[config.mk]
export PLATFORM = sky130hd
export DESIGN_NAME = odiv_gated_out
export DESIGN_NICKNAME = d
export VERILOG_FILES = /design/src/rtl/odiv_pkg.sv /design/src/rtl/odiv_half_len.sv /design/src/rtl/odiv_cfg_hold.sv /design/src/rtl/odiv_phase_ctr.sv /design/src/rtl/odiv_gated_out.sv
export SDC_FILE = /design/constraint.sdc
export NUM_CORES = 1
export LEC_CHECK = 0
export ABC_AREA = 1
export BUFFER_PORTS_ARGS = -buffer_cell sky130_fd_sc_hd__buf_4
export CAP_MARGIN = 20
export CORE_UTILIZATION = 50
export CTS_CLUSTER_SIZE = 28
export DETAILED_ROUTE_END_ITERATION = 8
export PLACE_DENSITY = 0.74
export SYNTH_ARGS = -nofsm -noshare
export SYNTH_HDL_FRONTEND = slang
export SYNTH_SLANG_ARGS = --single-unit
[constraint.sdc]
create_clock -name clk -period 3.1 [get_ports clk]
set_input_delay 0.465 -clock clk [delete_from_list [all_inputs] [get_ports clk]]
set_output_delay 0.465 -clock clk [all_outputs]
set_load 0.05 [all_outputs]
[src/rtl/odiv_pkg.sv]
package odiv_pkg;

  // Active configuration of the divider
  typedef struct packed {
    logic [1:0] code;
    logic       pd;
    logic       en;
  } odiv_cfg_t;

  localparam int RATIO_LOG2_MAX = 3;

  // Log2 of the divide ratio for a code (non-monotonic mapping)
  function automatic int ratio_log2(input logic [1:0] code);
    case (code)
      2'b00:   return 1;
      2'b01:   return 2;
      2'b10:   return 3;
      default: return 0;
    endcase
  endfunction

endpackage

[src/rtl/odiv_half_len.sv]
module odiv_half_len
  import odiv_pkg::*;
#(
  parameter int PD_SHIFT = 4,
  localparam int CNT_W   = RATIO_LOG2_MAX + PD_SHIFT
) (
  input  odiv_cfg_t        cfg,
  output logic [CNT_W-1:0] last_cnt
);

  logic [CNT_W:0] half_len;
  int             shift_amt;

  always_comb begin
    shift_amt = ratio_log2(cfg.code);
    if (cfg.pd) begin
      shift_amt = shift_amt + PD_SHIFT;
    end
    half_len = (CNT_W+1)'(1) << shift_amt;
    last_cnt = CNT_W'(half_len - (CNT_W+1)'(1));
  end

endmodule

[src/rtl/odiv_cfg_hold.sv]
module odiv_cfg_hold
  import odiv_pkg::*;
(
  input  logic      clk,
  input  logic      rst_n,
  input  logic      load,
  input  odiv_cfg_t cfg_in,
  output odiv_cfg_t cfg_q
);

  odiv_cfg_t cfg_d;

  always_comb begin
    cfg_d = cfg_q;
    if (load) begin
      cfg_d = cfg_in;
    end
  end

  always_ff @(posedge clk or negedge rst_n) begin
    if (!rst_n) begin
      cfg_q <= '0;
    end else begin
      cfg_q <= cfg_d;
    end
  end

endmodule

[src/rtl/odiv_phase_ctr.sv]
module odiv_phase_ctr #(
  parameter int CNT_W = 7
) (
  input  logic             clk,
  input  logic             rst_n,
  input  logic [CNT_W-1:0] last_cnt,
  input  logic             en_act,
  input  logic             en_next,
  output logic             out_q,
  output logic             boundary
);

  logic [CNT_W-1:0] cnt_q;
  logic [CNT_W-1:0] cnt_d;
  logic             out_d;
  logic             at_last;

  always_comb begin
    at_last  = (cnt_q == last_cnt);
    // End of a low half, or parked: reload point
    boundary = !out_q && (at_last || !en_act);
    cnt_d    = cnt_q + CNT_W'(1);
    out_d    = out_q;
    if (boundary) begin
      cnt_d = '0;
      out_d = en_next;
    end else if (at_last) begin
      cnt_d = '0;
      out_d = 1'b0;
    end
  end

  always_ff @(posedge clk or negedge rst_n) begin
    if (!rst_n) begin
      cnt_q <= '0;
      out_q <= 1'b0;
    end else begin
      cnt_q <= cnt_d;
      out_q <= out_d;
    end
  end

endmodule

[src/rtl/odiv_gated_out.sv]
module odiv_gated_out
  import odiv_pkg::*;
#(
  parameter int PD_SHIFT = 4,
  localparam int CNT_W   = RATIO_LOG2_MAX + PD_SHIFT
) (
  input  logic       clk,
  input  logic       rst_n,
  input  logic [1:0] ratio_code,
  input  logic       pwr_down,
  input  logic       out_en,
  output logic       clk_out,
  output logic       clk_out_n
);

  odiv_cfg_t        cfg_in;
  odiv_cfg_t        cfg_q;
  logic [CNT_W-1:0] last_cnt;
  logic             boundary;
  logic             out_q;

  always_comb begin
    cfg_in.code = ratio_code;
    cfg_in.pd   = pwr_down;
    cfg_in.en   = out_en;
  end

  odiv_cfg_hold u_cfg (
    .clk    (clk),
    .rst_n  (rst_n),
    .load   (boundary),
    .cfg_in (cfg_in),
    .cfg_q  (cfg_q)
  );

  odiv_half_len #(.PD_SHIFT(PD_SHIFT)) u_len (
    .cfg      (cfg_q),
    .last_cnt (last_cnt)
  );

  odiv_phase_ctr #(.CNT_W(CNT_W)) u_ctr (
    .clk      (clk),
    .rst_n    (rst_n),
    .last_cnt (last_cnt),
    .en_act   (cfg_q.en),
    .en_next  (out_en),
    .out_q    (out_q),
    .boundary (boundary)
  );

  assign clk_out   = out_q;
  assign clk_out_n = ~out_q;

endmodule

# Yosys cells after proc, flatten, opt, wreduce, memory -nomap -nowiden
# Index checks and enable logic that the tools add are counted.
[totals]
ff_bits = 12
word_cells = 25
[op_classes]
add_sub_neg = 3
n_eq_ne = 3
shifts = 1
muxes = 6
n_bitwise = 1
n_reduce_logical = 6
[ops]
columns = ["op", "n"]
rows = [
  ["$mux W32", 1],
  ["$shl A1 B32 Y7 const A", 1],
  ["$mux W7", 2],
  ["$add A7 B1 Y7 const B", 1],
  ["$eq A7 B7 Y1", 1],
  ["$sub A7 B1 Y7 const B", 1],
  ["$pmux W2 S3", 1],
  ["$add A2 B3 Y4 const B", 1],
  ["$eq A2 B1 Y1 const B", 1],
  ["$eq A2 B2 Y1 const B", 1],
  ["$logic_not A1 Y1", 2],
  ["$logic_not A2 Y1", 1],
  ["$mux W1", 2],
  ["$reduce_bool A2 Y1", 1],
  ["$logic_and A1 B1 Y1", 1],
  ["$logic_or A1 B1 Y1", 1],
  ["$not A1 Y1", 1],
]

# Longest topological paths before layout
[depth]
depth_word = 10
ltp_mapped = 16

# Modules after synthesis
# A second synthesis with hierarchy kept.
[hier_totals]
hier_cells = 122
hier_area_um2 = 868.3
[by_module_without_submodules]
columns = ["mod", "instances", "cells_per_inst", "area_each_um2", "seq_area_each_um2"]
rows = [
  ["odiv_phase_ctr", 1, 74, 574.3, 200.2],
  ["odiv_cfg_hold", 1, 17, 148.9, 100.1],
  ["odiv_half_len", 1, 30, 141.4, 0.0],
  ["odiv_gated_out", 1, 1, 3.8, 0.0],
]

# Worst setup path before layout
# No wires, ideal clock.
[synth_timing]
path_type = "flip-flop to flip-flop"
from = "register, netlist name u_cfg.cfg_q[1]"
to = "register, netlist name u_cfg.cfg_q[3]"
setup_time_ps = 119
arrival_time_ps = 1713
required_ps = 2981
slack_ps = 1267
path_stages_with_launch = 17
n_path_buf = 1
synth_period_minus_slack_ps = 1833
path_cell_list = "dfrtp_1 -> buf_6 -> inv_4 -> nand3_1 -> ha_1 -> inv_1 -> nand2_1 -> nand2_1 -> nand2_1 -> nand2_1 -> nand3_1 -> nor2_2 -> nand3_4 -> nand2_4 -> nand2_4 -> nand2_1 -> nand2_1"
[synth_via]
elab_chain_len = 6
[synth_rtl]
columns = ["element", "line", "rtl"]
rows = [
  ["$mux W32", "odiv_half_len.sv:16", "if (cfg.pd) begin"],
  ["$shl A1 B32 Y7", "odiv_half_len.sv:19", "half_len = (CNT_W+1)'(1) << shift_amt;"],
  ["$sub A7 B1 Y7", "odiv_half_len.sv:20", "last_cnt = CNT_W'(half_len - (CNT_W+1)'(1));"],
  ["$eq A7 B7 Y1", "odiv_phase_ctr.sv:19", "at_last = (cnt_q == last_cnt);"],
  ["$logic_or A1 B1 Y1", "odiv_phase_ctr.sv:21", "boundary = !out_q && (at_last || !en_act);"],
  ["$logic_and A1 B1 Y1", "odiv_phase_ctr.sv:21", ""],
]
# No other way between the ends.
# A chain may end at the register's enable or synchronous reset.

# Worst setup path in the final report
[layout_timing]
from = "register, netlist name u_cfg.cfg_q[1]"
to = "register, netlist name u_cfg.cfg_q[1]"
[layout_via]
elab_chain_len = 6
[layout_rtl]
columns = ["element", "line"]
rows = [
  ["$mux W32", "odiv_half_len.sv:16"],
  ["$shl A1 B32 Y7", "odiv_half_len.sv:19"],
  ["$sub A7 B1 Y7", "odiv_half_len.sv:20"],
  ["$eq A7 B7 Y1", "odiv_phase_ctr.sv:19"],
  ["$logic_or A1 B1 Y1", "odiv_phase_ctr.sv:21"],
  ["$logic_and A1 B1 Y1", "odiv_phase_ctr.sv:21"],
]
# No other way between the ends.

==> run metrics <==
Synth Register Bits 12; Mean Syn Cell Area 7.817 um2; Critical-path top delay cell dfrtp_1; Worst VDD drop 0.0006519 V; CP startpoint u_cfg.cfg_q[1]; Post-CTS Hold Fix Bufs 0; Clock Latency Late Sink 0.28 ns; io pins 8; drt drc 0; Total GRT Usage 0.1925; Fillers 130; area occupied by multi-input gates 430.4 um2; WHS 0.008639 ns; status completed; number of global-route vias before repair 637; most used cell, CP nand2_1; CORE AREA 1383 um2; cells after synthesis 101; Port-buffer cells 7; setup TNS 0 ns; post-synth cell types 23; P per Cell Area between 1000 and 1500 nW/um2; CP Launch Type flip-flop; CTS root buf clkbuf_4; area fraction of the dominant cell type after synthesis 0.3803; actual slew at the worst max-slew pin 0.3425 ns; most common cell after layout, fill and taps aside nand2_1; P&R area growth vs syn 11.25%; Sink Count 12; WP data required 3.28 ns; drt pass-1 iters 4; Die Area approximately 1700 um2; post-route ant nets 0; Die Y 41.74 um; register area share after synthesis 0.3803; Min-Delay Path Class input port to asynchronous set/reset pin; clock-pin transition on the worst setup and hold timing paths ~0.08 ns; largest net degree at the start of global routing 13; crit path buf inv count 2; number of gates resized after cts 0; crit path kind flip-flop to flip-flop; chip width roughly 42 um; Final Hold Violating Endpoints 0; Final Skew between 0.004 and 0.005 ns; Peak Freq approximately 480 MHz; Critical Path AT 2.25 ns; fin. max-slew vios 0; initial antenna violation count 0; Reg area 300.3 um2; most frequent cells in the layout 28 x nand2_1, 15 x nand3_1, 12 x dfrtp_1, 9 x nor2_1, 7 x buf_4; nets 119; CP peak stage delay 0.50 ns; total number of vias 673; initial drt markers 11; crit-path leading delay family simple AND/OR/NAND/NOR gates; final period utilization 0.6704; YS warnings 0; GP Congestion 0.8272; H-tree depth 1; postcts setup bufs 0; cell type with the highest aggregate area in the netlist dfrtp_1; DPL Wire Length ~1.1 mm; maximum clock path buffer count 2; TritonCTS clock tree done; crit path max fanout 9; Inserted Diodes 0; Syn Nets 109; CTS buffer count 3; Cell Rows 13; crit path capture type flip-flop; # setup viols final 0; minimum clock period around 2.1 ns; top cells by area, synth dfrtp_1 38%, nand2_1 13%, nand3_1 9.5%; GRT Residual Overflow 0; Vias/cell 5.384; Total Routed Length 1.412 mm; Max Cap Viol 0; first-pass GRT wire length around 2.6 mm; share of layout cells above drive strength 1 0.2091; Synth Cell Area 789.5 um2; Max-slew headroom 0.7717; critical-path cell list inv_4 > nand3_1 > ha_1 > inv_1 > nand2_1 > nand2_1 > nand2_1 > nand2_1 > nand3_1 > nor2_2 > nand3_4 > nand2_4 > nand2_4 > nand2_1 > nand2_1; DR WL/cell around 11 um; Initial Util 0.5710; RSZ-0062 raised after global routing false; r2r startpoint u_cfg.cfg_q[1]; P_leak roughly 0.45 nW
[final timing paths]
path | slack, ns | endpoint | cells after the start
setup / recovery | 1.02 | u_cfg.cfg_q[1] | 15
hold / removal | 0.009 | u_ctr.out_q | 1
setup reg to reg | 1.02 | u_cfg.cfg_q[1] | 15
hold reg to reg | 0.53 | u_ctr.cnt_q[0] | 1
max in group asynchronous | 2.93 | u_ctr.cnt_q[6] | 1
min in group clk | 0.42 | u_cfg.cfg_q[1] | 3
[synth_stat cells (all sizes together)]
| cell type | number |
|---|---|
| o21ai | 3 |
| ha | 2 |
| xor2 | 5 |
| nor2 | 10 |
| nand4 | 1 |
| nor3 | 1 |
| nand3b | 3 |
| nand3 | 17 |
| xnor2 | 3 |
| nand2 | 32 |
| inv | 10 |
| dfrtp | 12 |
| buf | 2 |
[layer usage]
layer | GRT usage | vias up | routed length (um)
li1 | - | 343 | -
met1 | 0.2493 | 306 | 639
met2 | 0.2906 | 17 | 659
met3 | 0.04783 | 7 | 66
met4 | 0.1097 | 0 | 46
met5 | 0 | - | 0
[layout make-up]
type | instances | share of cell area
Multi-Input combinational cell | 77 | 0.4900
Sequential cell | 12 | 0.3419
Timing Repair Buffer | 7 | 0.05983
Inverter | 10 | 0.04558
Clock buffer | 4 | 0.04131
Tap cell | 15 | 0.02137
[worst register-to-register path, stage by stage, from the launching register on]
cell and delay (ns):
dfrtp_1 0.50, inv_4 0.12, nand3_1 0.10, ha_1 0.27
inv_1 0.12, nand2_1 0.06, nand2_1 0.06, nand2_1 0.05
nand2_1 0.07, nand3_1 0.09, nor2_2 0.14, nand3_4 0.13
nand2_4 0.12, nand2_4 0.06, nand2_1 0.06, nand2_1 0.05
[power breakdown]
part / leakage [nW] / internal [mW] / switching (mW)
registers: 0.147 / 0.222 / 0.102
logic: 0.279 / 0.209 / 0.338
clock network: 0.0210 / 0.0715 / 0.0537
total: 0.447 / 0.503 / 0.494
[metrics by stage]
stage / instances / util / power, mW / area (um2) / worst slack, ns
after global placement: 121 / 0.6091 / 0.8550 / 842.1 / 1.113
after CTS: 125 / 0.6353 / 1.003 / 878.3 / 1.017
after floorplan: 101 / - / 0.7840 / 789.5 / 1.267
final: 125 / 0.6353 / 0.9976 / 878.3 / 1.022
after detailed placement: 121 / 0.6091 / 0.8761 / 842.1 / 1.037
after global routing: 125 / 0.6353 / 1.095 / 878.3 / 0.8181
[state kept, by name, indices dropped and copies added, names as in the netlist]
signal,cells
u_ctr.cnt_q,7
u_cfg.cfg_q,4
u_ctr.out_q,1
[cells by family after synthesis]
family	Yosys count	share of synthesized area
AOI/OAI and AO/OA	3	0.02376
xor gates and xnor gates	8	0.08875
and+or+nand+nor	64	0.4009
adders and majority gates	2	0.03169
DFF	12	0.3804
buffers and inverters	12	0.07449
Note: power is estimated with default switching activity, not from simulation.
